## src/rtl/ea_pkg.sv

```systemverilog
package ea_pkg;

    typedef enum logic [2:0] {
        MD_IMM  = 3'd0,
        MD_DIR  = 3'd1,
        MD_IND  = 3'd2,
        MD_REG  = 3'd3,
        MD_RIND = 3'd4,
        MD_DISP = 3'd5,
        MD_STK  = 3'd6,
        MD_BAD  = 3'd7
    } mode_e;

    // How the controller must finish a resolution
    typedef enum logic [1:0] {
        K_NOW   = 2'd0,
        K_READ  = 2'd1,
        K_CHAIN = 2'd2,
        K_BAD   = 2'd3
    } kind_e;

    typedef enum logic [1:0] {
        ST_IDLE = 2'd0,
        ST_REQ  = 2'd1,
        ST_CAP  = 2'd2
    } state_e;

endpackage

```

## src/rtl/ea_regfile.sv

```systemverilog
module ea_regfile #(
    parameter int DW   = 8,
    parameter int NREG = 4,
    localparam int SELW = $clog2(NREG)
) (
    input  logic            clk,
    input  logic            rst_n,
    input  logic            we,
    input  logic [SELW-1:0] wsel,
    input  logic [DW-1:0]   wdata,
    input  logic [SELW-1:0] rsel,
    output logic [DW-1:0]   rdata,
    output logic [DW-1:0]   sp
);

    logic [DW-1:0] regs_q [NREG];

    for (genvar gi = 0; gi < NREG; gi++) begin : g_reg
        logic [DW-1:0] reg_d;
        always_comb begin
            reg_d = regs_q[gi];
            if (we && (wsel == SELW'(gi))) begin
                reg_d = wdata;
            end
        end
        always_ff @(posedge clk) begin
            if (!rst_n) begin
                regs_q[gi] <= '0;
            end else begin
                regs_q[gi] <= reg_d;
            end
        end
    end

    assign rdata = regs_q[rsel];
    assign sp    = regs_q[NREG-1];

    AST_WRITE_LANDS: assert property (@(posedge clk) disable iff (!rst_n)
        we |=> (regs_q[$past(wsel)] == $past(wdata))) else $error("write lost");

endmodule

```

## src/rtl/ea_seed.sv

```systemverilog
module ea_seed
    import ea_pkg::*;
#(
    parameter int DW   = 8,
    parameter int SELW = 2
) (
    input  logic [2:0]      mode,
    input  logic [DW-1:0]   field,
    input  logic [SELW-1:0] sel,
    input  logic [DW-1:0]   reg_val,
    input  logic [DW-1:0]   sp,
    output kind_e           kind,
    output logic [DW-1:0]   seed_addr,
    output logic [DW-1:0]   seed_val
);

    logic [DW-1:0] sel_ext;
    logic [DW-1:0] disp_sum;

    assign sel_ext  = {{(DW-SELW){1'b0}}, sel};
    assign disp_sum = field + reg_val;  // wraps at DW bits

    always_comb begin
        kind      = K_BAD;
        seed_addr = '0;
        seed_val  = '0;
        case (mode_e'(mode))
            MD_IMM: begin
                kind      = K_NOW;
                seed_addr = field;
                seed_val  = field;
            end
            MD_DIR: begin
                kind      = K_READ;
                seed_addr = field;
            end
            MD_IND: begin
                kind      = K_CHAIN;
                seed_addr = field;
            end
            MD_REG: begin
                kind      = K_NOW;
                seed_addr = sel_ext;
                seed_val  = reg_val;
            end
            MD_RIND: begin
                kind      = K_READ;
                seed_addr = reg_val;
            end
            MD_DISP: begin
                kind      = K_READ;
                seed_addr = disp_sum;
            end
            MD_STK: begin
                kind      = K_READ;
                seed_addr = sp;
            end
            default: begin
                kind      = K_BAD;
            end
        endcase
    end

endmodule

```

## src/rtl/ea_ctrl.sv

```systemverilog
module ea_ctrl
    import ea_pkg::*;
#(
    parameter int DW = 8
) (
    input  logic          clk,
    input  logic          rst_n,
    input  logic          start,
    input  kind_e         kind,
    input  logic [DW-1:0] seed_addr,
    input  logic [DW-1:0] seed_val,
    output logic          mem_req,
    output logic [DW-1:0] mem_addr,
    input  logic [DW-1:0] mem_rdata,
    output logic [DW-1:0] operand,
    output logic [DW-1:0] eff_addr,
    output logic          done,
    output logic          err,
    output logic          idle
);

    typedef struct packed {
        state_e        state;
        logic          chain;
        logic [DW-1:0] addr;
        logic [DW-1:0] operand;
        logic [DW-1:0] ea;
        logic          done;
        logic          err;
    } ctrl_t;

    ctrl_t st_d, st_q;

    always_comb begin
        st_d      = st_q;
        st_d.done = 1'b0;
        st_d.err  = 1'b0;
        case (st_q.state)
            ST_IDLE: begin
                if (start) begin
                    case (kind)
                        K_NOW: begin
                            st_d.operand = seed_val;
                            st_d.ea      = seed_addr;
                            st_d.done    = 1'b1;
                        end
                        K_READ: begin
                            st_d.addr  = seed_addr;
                            st_d.chain = 1'b0;
                            st_d.state = ST_REQ;
                        end
                        K_CHAIN: begin
                            st_d.addr  = seed_addr;
                            st_d.chain = 1'b1;
                            st_d.state = ST_REQ;
                        end
                        default: begin
                            st_d.operand = '0;
                            st_d.ea      = '0;
                            st_d.done    = 1'b1;
                            st_d.err     = 1'b1;
                        end
                    endcase
                end
            end
            ST_REQ: begin
                st_d.state = ST_CAP;
            end
            ST_CAP: begin
                if (st_q.chain) begin
                    st_d.addr  = mem_rdata;
                    st_d.chain = 1'b0;
                    st_d.state = ST_REQ;
                end else begin
                    st_d.operand = mem_rdata;
                    st_d.ea      = st_q.addr;
                    st_d.done    = 1'b1;
                    st_d.state   = ST_IDLE;
                end
            end
            default: begin
                st_d.state = ST_IDLE;
            end
        endcase
    end

    always_ff @(posedge clk) begin
        if (!rst_n) begin
            st_q <= '{state: ST_IDLE, chain: 1'b0, addr: '0, operand: '0,
                      ea: '0, done: 1'b0, err: 1'b0};
        end else begin
            st_q <= st_d;
        end
    end

    assign mem_req  = (st_q.state == ST_REQ);
    assign mem_addr = st_q.addr;
    assign operand  = st_q.operand;
    assign eff_addr = st_q.ea;
    assign done     = st_q.done;
    assign err      = st_q.err;
    assign idle     = (st_q.state == ST_IDLE);

    AST_REQ_ONE_CYCLE: assert property (@(posedge clk) disable iff (!rst_n)
        mem_req |=> !mem_req) else $error("request longer than a cycle");
    AST_ADDR_HELD: assert property (@(posedge clk) disable iff (!rst_n)
        mem_req |=> $stable(mem_addr)) else $error("address moved before capture");
    AST_ERR_WITH_DONE: assert property (@(posedge clk) disable iff (!rst_n)
        err |-> done) else $error("error without done");
    AST_BUSY_IGNORES: assert property (@(posedge clk) disable iff (!rst_n)
        (!idle && !mem_req) |=> (mem_req || idle)) else $error("busy path stalled");

endmodule

```

## src/rtl/ea_resolver.sv

```systemverilog
module ea_resolver
    import ea_pkg::*;
#(
    parameter int DW   = 8,
    parameter int NREG = 4,
    localparam int SELW = $clog2(NREG)
) (
    input  logic            clk,
    input  logic            rst_n,
    input  logic            start,
    input  logic [2:0]      mode,
    input  logic [DW-1:0]   addr_field,
    input  logic [SELW-1:0] reg_sel,
    input  logic            reg_we,
    input  logic [SELW-1:0] reg_wsel,
    input  logic [DW-1:0]   reg_wdata,
    output logic            mem_req,
    output logic [DW-1:0]   mem_addr,
    input  logic [DW-1:0]   mem_rdata,
    output logic [DW-1:0]   operand,
    output logic [DW-1:0]   eff_addr,
    output logic            done,
    output logic            mode_err
);

    logic [DW-1:0] reg_val;
    logic [DW-1:0] sp_val;
    kind_e         kind;
    logic [DW-1:0] seed_addr;
    logic [DW-1:0] seed_val;
    logic          idle;

    ea_regfile #(.DW(DW), .NREG(NREG)) u_rf (
        .clk   (clk),
        .rst_n (rst_n),
        .we    (reg_we),
        .wsel  (reg_wsel),
        .wdata (reg_wdata),
        .rsel  (reg_sel),
        .rdata (reg_val),
        .sp    (sp_val)
    );

    ea_seed #(.DW(DW), .SELW(SELW)) u_seed (
        .mode      (mode),
        .field     (addr_field),
        .sel       (reg_sel),
        .reg_val   (reg_val),
        .sp        (sp_val),
        .kind      (kind),
        .seed_addr (seed_addr),
        .seed_val  (seed_val)
    );

    ea_ctrl #(.DW(DW)) u_ctrl (
        .clk       (clk),
        .rst_n     (rst_n),
        .start     (start),
        .kind      (kind),
        .seed_addr (seed_addr),
        .seed_val  (seed_val),
        .mem_req   (mem_req),
        .mem_addr  (mem_addr),
        .mem_rdata (mem_rdata),
        .operand   (operand),
        .eff_addr  (eff_addr),
        .done      (done),
        .err       (mode_err),
        .idle      (idle)
    );

    AST_IMM_NO_READ: assert property (@(posedge clk) disable iff (!rst_n)
        (idle && start && mode == 3'd0) |=> (done && !mem_req && operand == $past(addr_field)))
        else $error("immediate mode misbehaved");
    AST_BAD_MODE: assert property (@(posedge clk) disable iff (!rst_n)
        (idle && start && mode == 3'd7) |=> (done && mode_err && !mem_req))
        else $error("illegal mode not flagged");
    AST_DIRECT_ADDR: assert property (@(posedge clk) disable iff (!rst_n)
        (idle && start && mode == 3'd1) |=> (mem_req && mem_addr == $past(addr_field)))
        else $error("direct read at wrong address");

endmodule

```

## config.mk

```make
export PLATFORM = sky130hd
export DESIGN_NAME = ea_resolver
export DESIGN_NICKNAME = d
export VERILOG_FILES = /design/src/rtl/ea_pkg.sv /design/src/rtl/ea_regfile.sv /design/src/rtl/ea_seed.sv /design/src/rtl/ea_ctrl.sv /design/src/rtl/ea_resolver.sv
export SDC_FILE = /design/constraint.sdc
export NUM_CORES = 1
export LEC_CHECK = 0
export ABC_AREA = 1
export BUFFER_PORTS_ARGS = -buffer_cell sky130_fd_sc_hd__buf_2
export CELL_PAD_IN_SITES_DETAIL_PLACEMENT = 1
export CELL_PAD_IN_SITES_GLOBAL_PLACEMENT = 2
export CORE_MARGIN = 2
export CORE_UTILIZATION = 32
export DETAILED_ROUTE_END_ITERATION = 7
export GPL_TIMING_DRIVEN = 0
export PLACE_DENSITY = 0.87
export SLEW_MARGIN = 10
export SYNTH_ARGS = -nofsm -noshare
export SYNTH_HDL_FRONTEND = slang
export SYNTH_SLANG_ARGS = --single-unit
```

## constraint.sdc

```tcl
create_clock -name clk -period 3.2 [get_ports clk]
set_input_delay 0.48 -clock clk [delete_from_list [all_inputs] [get_ports clk]]
set_output_delay 0.48 -clock clk [all_outputs]
set_load 0.01 [all_outputs]
```

**After elaboration in Yosys (flattened, before gate mapping)**

Memories as Yosys holds them, arrays and structs flattened.
Cells that the tools add are included.

- Register bits after elaboration: 29
- Memory bits (writable): 32
- Input bits: 35
- Output and inout bits: 27
- Word-level logic and storage cells: 78
- Memories kept: 1

- Add/subtract/negate cells: 1
- Equal/unequal tests: 21
- Multiplexer cells: 22
- Bitwise operators: 4
- Reductions and logical operators: 22

Memory list:

| name | depth | bits a word | read ports | clocked after memory_dff | wr ports | RTL line | RTL |
|---|---|---|---|---|---|---|---|
| u_rf.regs_q | 4 | 8 | 2 | 0 | 4 | ea_regfile.sv:16 | `logic [DW-1:0] regs_q [NREG];` |

Operators by type and width:

| kind | count |
|---|---|
| $mux W8 | 9 |
| $pmux W26 S2 | 1 |
| $pmux W8 S5 | 1 |
| $pmux W17 S2 | 1 |
| $mux W29 | 1 |
| $pmux W11 S2 | 1 |
| $mux W17 | 1 |
| $pmux W8 S2 | 1 |
| $pmux W2 S3 | 2 |
| $eq A3 B3 Y1 const B | 3 |
| $add A8 B8 Y8 | 1 |
| $eq A2 B2 Y1 const B | 4 |
| $reduce_and A2 Y1 | 4 |
| $reduce_and A4 Y1 | 2 |
| $eq A2 B1 Y1 const B | 3 |
| $eq A3 B2 Y1 const B | 2 |
| $logic_not A2 Y1 | 3 |
| $ne A2 B2 Y1 const B | 3 |
| $reduce_and A3 Y1 | 2 |
| $reduce_or A3 Y1 | 2 |
| $logic_and A1 B1 Y1 | 4 |
| $mux W1 | 4 |
| $or A1 B1 Y1 | 4 |
| $reduce_or A2 Y1 | 2 |
| other kinds (7) | 9 |

**Depth between registers and ports, before layout**

Gate-level depths: netlist (run 1).

- Depth after elaboration: 8
- Gate-level depth with buffers: 18
- Gate-level depth less buffers: 16

**Modules after synthesis**

A second synthesis (run 1) with hierarchy kept.

- Cell total of the unflattened synthesis: 590
- Area, all modules: 3980.1 µm²

By module, submodules not included:

| module | instances | cells each | area an instance (µm²) | seq. area each (µm²) |
|---|---|---|---|---|
| ea_ctrl | 1 | 260 | 1726.7 | 580.6 |
| ea_regfile | 1 | 195 | 1569.0 | 880.8 |
| ea_seed | 1 | 135 | 684.4 | 0.0 |

**Worst setup path after synthesis (run 1)**

Ideal clock, no wire load.

- Kind: input-to-reg
- From: input port reg_sel[0]
- To: register u_ctrl.st_q, in the netlist u_ctrl.mem_addr[4]
- Setup time: 119 ps
- Arrival time: 2234 ps
- Data required time: 3081 ps
- Setup slack: 847 ps
- Stages on the path: 14
- Path buffers: 2
- Path through: buf_6 > inv_4 > buf_6 > nor2_1 > o22ai_2 > ha_1 > fa_1 > nand3_1 > nand2_1 > or2_2 > nand3_1 > nand4_1 > nand2_1 > a21oi_1

- Cells in the longest elaborated chain, start to end: 6

RTL lines:

| item | RTL line | RTL |
|---|---|---|
| start: declaration | ea_resolver.sv:13 | `input logic [SELW-1:0] reg_sel,` |
| $mem_v2 Z4 W8 * | -- |  |
| $add A8 B8 Y8 | ea_seed.sv:21 | `assign disp_sum = field + reg_val;` |
| $pmux W8 S5 * | ea_seed.sv:27 | `case (mode_e'(mode))` |
| $pmux W11 S2 * | ea_ctrl.sv:41 | `case (kind)` |
| $mux W29 * | ea_ctrl.sv:40 | `if (start) begin` |
| $pmux W26 S2 * | ea_ctrl.sv:38 | `case (st_q.state)` |
| end signal: assignment | ea_ctrl.sv:89 | `st_q <= '{state: ST_IDLE, chain: 1'b0, addr: '0, operand: '0,` |
| end signal: assignment | ea_ctrl.sv:92 | `st_q <= st_d;` |
| end: declaration | ea_ctrl.sv:32 | `ctrl_t st_d, st_q;` |

Every way passes the cells marked *; elsewhere a longest branch is shown, timed or not. The select of a mux whose other input is x is not followed.
A chain may end at the register's enable or synchronous reset.

**Worst setup path in the final report (run 1)**

- From: input port reg_sel[1]
- To: register u_ctrl.st_q, in the netlist u_ctrl.eff_addr[4]

- Cells in the longest elaborated chain, start to end: 6

RTL lines:

| item | RTL line |
|---|---|
| $mem_v2 Z4 W8 * | -- |
| $add A8 B8 Y8 | ea_seed.sv:21 |
| $pmux W8 S5 * | ea_seed.sv:27 |
| $pmux W17 S2 * | ea_ctrl.sv:41 |
| $mux W29 * | ea_ctrl.sv:40 |
| $pmux W26 S2 * | ea_ctrl.sv:38 |

Marks and branches as above.

==> out/metrics.yaml, run 1 <==
status:
  status: "complete, no violations"
setup_path:
  worstRegToRegCells: 11
  reg2reg_to: "u_ctrl.eff_addr[4]"
  critPathRequiredTime_ns: 3.42
  cpPeakStageDelay_ns: 0.44
  cp_top_family: "simple AND/OR/NAND/NOR gates"
  end_kind: "register"
  crit_slowest_cell: "fa_1"
  cp_num_buf_inv: 2
  crit_chain: "buf_2 -> inv_2 -> o21ai_0 -> o22ai_2 -> ha_1 -> fa_1 -> nand3_1 -> nand2_1 -> or2_2 -> nand3_1 -> nand4_1 -> nand2_1 -> a21oi_1"
  arrival_ns: 2.56
  reg2reg_from: "u_rf.regs_q[1][0]"
  worst-setup-path-type: "input pin to register"
  ff2ff_setup_slack_ns: 0.88
  cp-start-kind: "input pin"
  crit_fanout: 9
timing:
  post-route-period-util_pct: 72.9
  hold_viol_final: 0
  tns_ns: 0
  fmax_ghz: 0.428
  finClkSkew_ns: 0.00664
  period_minus_slack_ns: 2.33
  finalMaxSlewViolations: 0
  grt_setup_unrepaired: "no"
  relSlewSlack_pct: 57.5
  worst_pin_slew_ns: 0.635
  final-setup-viol-count: 0
global_route:
  grt_pass1_wl_mm: 18.9
  grt_max_degree: 11
  grt_pass1_vias: 3696
  globalRouteTotalUtil_pct: 19.6
  antenna_found_initial: 0
  overflow: 0
clocking:
  cts_setup_buffers: 0
  cts_htree_levels: 3
  cts_buffers: 9
  clock_sinks: 61
  cts_max_path_buffers: 2
  worstSkewPairLatency_ns: 0.33
  cts_root_buf: "clkbuf_16"
  holdBufCountCts: 0
  cts_resized: 0
  cts_tree: "done"
  cts.clk_slew.worst_paths_ns: 0.06
power_and_ir_drop:
  power_frac_seq_pct: 36.5
  p_leak_nw: 2.05
  p_sw_w: 0.000786
  max-vdd-ir-drop_v: 0.000362
  switching_share_pct: 30.4
  clkPwrFrac_pct: 39.4
  p_comb_share_pct: 24.1
  intPower_w: 0.00180
  power_density_nw_per_um2: 582
worst_hold_path:
  min_from: "reg_wdata[7]"
  hold_depth: 3
  hp-class: "input pin to register"
  min_to: "u_rf.regs_q[3][7]"
logic_synthesis:
  ys_warn_count: 0
  netlist_instances: 484
  ys.flop_type: "dfxtp_1"
  synth-edff-count: 24
  syn_area_um2: 3650
  syn_avg_cell_area_um2: 7.55
  ys_seq_area_share_pct: 40.0
  synth_nets: 529
  synth-seq-cells: 61
  ys_types: 37
  async_flop_share_pct: 0
detailed_routing:
  drt_wl_total_mm: 11.6
  vias_per_cell: 4.97
  drtIter0Drc: 107
  antenna_left: 0
  route.detailed.drc: 0
  dr.pass1.iters: 4
  via_count: 3486
  wl_per_cell_um: 16.5
placed_design:
  hpwl_mm: 8.84
  gp_congestion: 0.807
  io_buffers: 59
  postPlaceCellArea_um2: 4130
  placed_cells: 686
final_layout:
  fill_cells: 1406
  fin_area_um2: 4440
  stdcell_count: 702
  drive_above_1_share_pct: 23.6
  synthToLayoutAreaGrowth_pct: 21.6
  final_nets: 599
  fin_util_pct: 39.4
  antenna_cells: 0
flow_run:
  max-cap-violations: 0
floorplan:
  rows: 39
  dieArea_um2: 12300
  start_util_pct: 32.4
  die_y_um: 111
  core-area_um2: 11300
  die_x_um: 111
  boundaryPins: 62
-- flip-flops by register name, indices dropped and copies added, names as in the netlist --
name             count
u_ctrl.mem_addr      8
u_ctrl.st_q          3
u_ctrl.operand       8
u_rf.regs_q         32
u_ctrl.done          1
u_ctrl.eff_addr      8
u_ctrl.err           1
-- Yosys cell counts, types with 2 or more instances --
| cell | count | share of area (%) |
|---|---|---|
| nor2_4 | 2 | 0.62 |
| nor2_2 | 2 | 0.34 |
| nand4_1 | 8 | 1.4 |
| a21oi_2 | 2 | 0.48 |
| inv_1 | 54 | 5.5 |
| a31oi_1 | 5 | 0.86 |
| o21ai_0 | 53 | 7.3 |
| clkbuf_1 | 5 | 0.51 |
| or2_2 | 2 | 0.34 |
| inv_2 | 6 | 0.62 |
| o22ai_1 | 4 | 0.68 |
| dfxtp_1 | 37 | 20 |
| nand2_1 | 89 | 9.1 |
| inv_4 | 2 | 0.34 |
| a21oi_1 | 53 | 7.3 |
| o22ai_2 | 4 | 1.4 |
| buf_4 | 26 | 5.3 |
| nor3_1 | 2 | 0.27 |
| nand3_1 | 26 | 3.6 |
| edfxtp_1 | 24 | 20 |
| buf_6 | 5 | 1.5 |
| nor2_1 | 49 | 5.0 |
| ha_1 | 9 | 3.1 |
| o211ai_1 | 2 | 0.41 |
-- routing by layer --
metal  up-vias  GRT usage, %  part of all wire (%)
li1       1734             -                     -
met1      1670          23.4                    44
met2        65          35.0                    51
met3        17          3.12                   3.0
met4         0          8.50                   2.5
met5         -             0                     0
-- per-stage QoR --
stage / total power (W) / setup slack (ns) / hold WS, ns
2_1_floorplan: 0.00137 / 0.847 / 0.437
3_3_place_gp: 0.00156 / 0.543 / 0.458
3_5_place_dp: 0.00158 / 0.529 / 0.463
4_1_cts: 0.00261 / 0.858 / 0.451
5_1_grt: 0.00271 / 0.682 / 0.484
6_report: 0.00259 / 0.866 / 0.456
-- area by class of cell --
| type | count | area [um^2] | area share [%] |
|---|---|---|---|
| Buffer | 36 | 270 | 6.08 |
| Sequential cell | 61 | 1460 | 32.9 |
| Inverter | 63 | 241 | 5.43 |
| Clock buffer | 14 | 307 | 6.90 |
| Timing Repair Buffer | 59 | 295 | 6.64 |
| Clock inverter | 2 | 10.0 | 0.225 |
| Tap cell | 143 | 179 | 4.03 |
| Multi-Input combinational cell | 324 | 1680 | 37.8 |
-- power groups by stage --
stage	Sequential (W)	Combinational (W)	Clock, W
floorplan	0.000942	0.000426	0
global placement	0.000957	0.000606	0
detailed placement	0.000960	0.000623	0
CTS	0.000946	0.000628	0.00103
global route	0.000956	0.000698	0.00106
finish	0.000945	0.000622	0.00102
-- placed cells by master (no fill, tap or decap), types with 4 or more instances in the layout --
cell type and instances:
a31oi_1 5, inv_2 6, nor2_1 49, clkbuf_16 11, ha_1 9, buf_4 26, clkbuf_1 6, o21ai_0 53
buf_2 59, inv_1 54, nand3_1 26, edfxtp_1 24, a21oi_1 53, dfxtp_1 37, buf_6 5, o22ai_2 4
nand2_1 89, nand4_1 8, o22ai_1 4
-- logic make-up after synthesis --
| group | after synthesis | synth area share, % |
|---|---|---|
| fa+ha+maj | 10 | 3.63 |
| flops | 61 | 40.0 |
| compound gates | 128 | 19.9 |
| simple gates | 186 | 22.5 |
| buf+inv | 99 | 14.0 |
-- worst register-to-register path, stage by stage (launching register included) --
cell and delay (ns):
edfxtp_1 0.37, o21ai_0 0.21, o22ai_2 0.12, ha_1 0.23
fa_1 0.44, nand3_1 0.10, nand2_1 0.06, or2_2 0.27
nand3_1 0.08, nand4_1 0.15, nand2_1 0.11, a21oi_1 0.06
-- worst max path at each step --
| stage | end | from | cells after the start |
|---|---|---|---|
| CTS | u_ctrl.eff_addr[4] | u_rf.regs_q[1][0] | 11 |
| finish | u_ctrl.eff_addr[4] | reg_sel[1] | 13 |
| global placement | u_ctrl.eff_addr[4] | reg_sel[1] | 13 |
| global route | u_ctrl.eff_addr[4] | reg_sel[1] | 13 |
| floorplan | u_ctrl.mem_addr[4] | reg_sel[0] | 14 |
| detailed placement | u_ctrl.eff_addr[4] | reg_sel[1] | 13 |
Power figures use the tool's default switching activity.
==> inputs of run 2 (changes only) <==
- clock period: 3.2 -> 2.2 ns (I/O delays scaled with it)
==> out/metrics.yaml, run 2 (synthesized netlist as in run 1, its figures left out) <==
final_layout:
  fin_util_pct: 40.2
  mostFrequentLayoutCell: "nand2_1"
  antenna_cells: 0
  largest_register_ffs: 32
  drive_above_1_share_pct: 26.2
  final_nets: 602
  layout_common_cells: "nand2_1 (87), buf_2 (59), inv_1 (54), a21oi_1 (52), nor2_1 (48)"
  synthToLayoutAreaGrowth_pct: 24.0
  fin_area_um2: 4530
  regMostFlops: "u_rf.regs_q"
floorplan:
  dieArea_um2: 12300
  die_y_um: 111
  die_x_um: 111
  start_util_pct: 32.4
  rows: 39
  boundaryPins: 62
  core-area_um2: 11300
worst_hold_path:
  hp-class: "input pin to register"
setup_path:
  crit_fanout: 4
  critPathRequiredTime_ns: 2.42
  worst-setup-path-type: "register to register"
  crit_chain: "o21ai_2 -> o22ai_2 -> ha_2 -> fa_2 -> nand3_2 -> nand2_2 -> or2_4 -> nand3_2 -> nand4_1 -> nand2_1 -> a21oi_1"
  arrival_ns: 2.34
  crit_top_cell: "nand3_2"
  cpPeakStageDelay_ns: 0.39
  ff2ff_setup_slack_ns: 0.08
  crit_slowest_cell: "edfxtp_1"
  end_kind: "register"
  cp-start-kind: "register"
placed_design:
  io_buffers: 59
  postPlaceCellArea_um2: 4130
  gp_congestion: 0.828
  hpwl_mm: 8.83
timing:
  post-route-period-util_pct: 96.5
  period_minus_slack_ns: 2.12
  grt_setup_unrepaired: "yes"
  final-setup-viol-count: 0
  hold_viol_final: 0
  finClkSkew_ns: 0.00529
  fmax_ghz: 0.471
  tns_ns: 0
  finalMaxSlewViolations: 0
  worst_pin_slew_ns: 0.688
  relSlewSlack_pct: 54.0
clocking:
  cts.clk_slew.worst_paths_ns: 0.06
  cts_buffers: 9
  cts_tree: "done"
  cts_max_path_buffers: 2
  clock_sinks: 61
  cts_root_buf: "clkbuf_16"
  worstSkewPairLatency_ns: 0.33
  holdBufCountCts: 0
  cts_htree_levels: 3
flow_run:
  max-cap-violations: 0
global_route:
  grt_pass1_wl_mm: 18.6
  globalRouteTotalUtil_pct: 19.1
  busiest_layer: "met2"
  grt_max_degree: 11
  grt_pass1_vias: 3628
  overflow: 0
  antenna_found_initial: 0
  use_met1_pct: 22.5
  grtUsageMet3_pct: 3.99
  grt_use_met2_pct: 34.5
detailed_routing:
  drt_wl_total_mm: 11.4
  wl_per_cell_um: 16.1
  dr.pass1.iters: 4
  via_count: 3489
  vias_per_cell: 4.95
  route.detailed.drc: 0
  drtIter0Drc: 149
  antenna_left: 0
power_and_ir_drop:
  power_density_nw_per_um2: 842
  p_leak_nw: 2.06
  max-vdd-ir-drop_v: 0.000461
status:
  status: "complete, no violations"
## run 2: cell types whose count changed in the layout (fill, tap and decap cells not counted), sizes merged
| cell | delta |
|---|---|
| buf | +3 |
| bufinv | +2 |
| clkbuf | -3 |
| clkinv | +1 |
## run 2: cell type report
cell class / count / area, um^2
Tap cell: 143 / 179
Multi-Input combinational cell: 324 / 1750
Sequential cell: 61 / 1460
Clock inverter: 5 / 75.1
Timing Repair Buffer: 62 / 318
Fill cell: 1424 / 6740
Inverter: 63 / 241
Clock buffer: 11 / 233
Buffer: 36 / 270
## run 2: worst max-delay path, delay by kind of cell, from the launching register on
kind            cells  cell delay [ns]
fa+ha+maj           2             0.58
flops               1             0.39
compound gates      3             0.32
simple gates        6             0.72
## run 2: what timing repair did
action                                  CTS  global route
endpoints found under the setup margin    2            14
buffers inserted                          2             1
pin swaps                                 5             7
endpoints found under the hold margin     0             0
resized for setup                         6            16
## run 2: worst paths after layout
path / start / to / cells past startpoint
setup / recovery: u_rf.regs_q[1][0] / u_ctrl.eff_addr[4] / 11
hold / removal: reg_wdata[6] / u_rf.regs_q[3][6] / 3
setup reg to reg: u_rf.regs_q[1][0] / u_ctrl.eff_addr[4] / 11
hold reg to reg: u_rf.regs_q[3][6] / u_rf.regs_q[3][6] / 2
## run 2: metal layers
layer	wire length, um	part of all wire [%]
met5	0	0
met4	153	1.3
met3	410	3.6
met2	5960	52
met1	4870	43
## run 2: where the power goes
| part | internal [W] | leakage (nW) | total [W] | switching (W) |
|---|---|---|---|---|
| combinational | 0.000384 | 1.37 | 0.000939 | 0.000556 |
| sequential | 0.00130 | 0.540 | 0.00137 | 0.0000719 |
| clock | 0.000986 | 0.153 | 0.00150 | 0.000516 |
| total | 0.00267 | 2.06 | 0.00382 | 0.00114 |
## run 2: through the flow
stage                     setup slack (ns)  std cells  total power [W]  hold WS [ns]
final                               0.0771        705          0.00382         0.310
after detailed placement            -0.243        686          0.00230         0.467
after floorplan                     0.0535        484          0.00199         0.437
after global placement              -0.233        686          0.00227         0.457
after global routing               -0.0408        705          0.00401         0.333
after CTS                          0.00242        704          0.00382         0.299
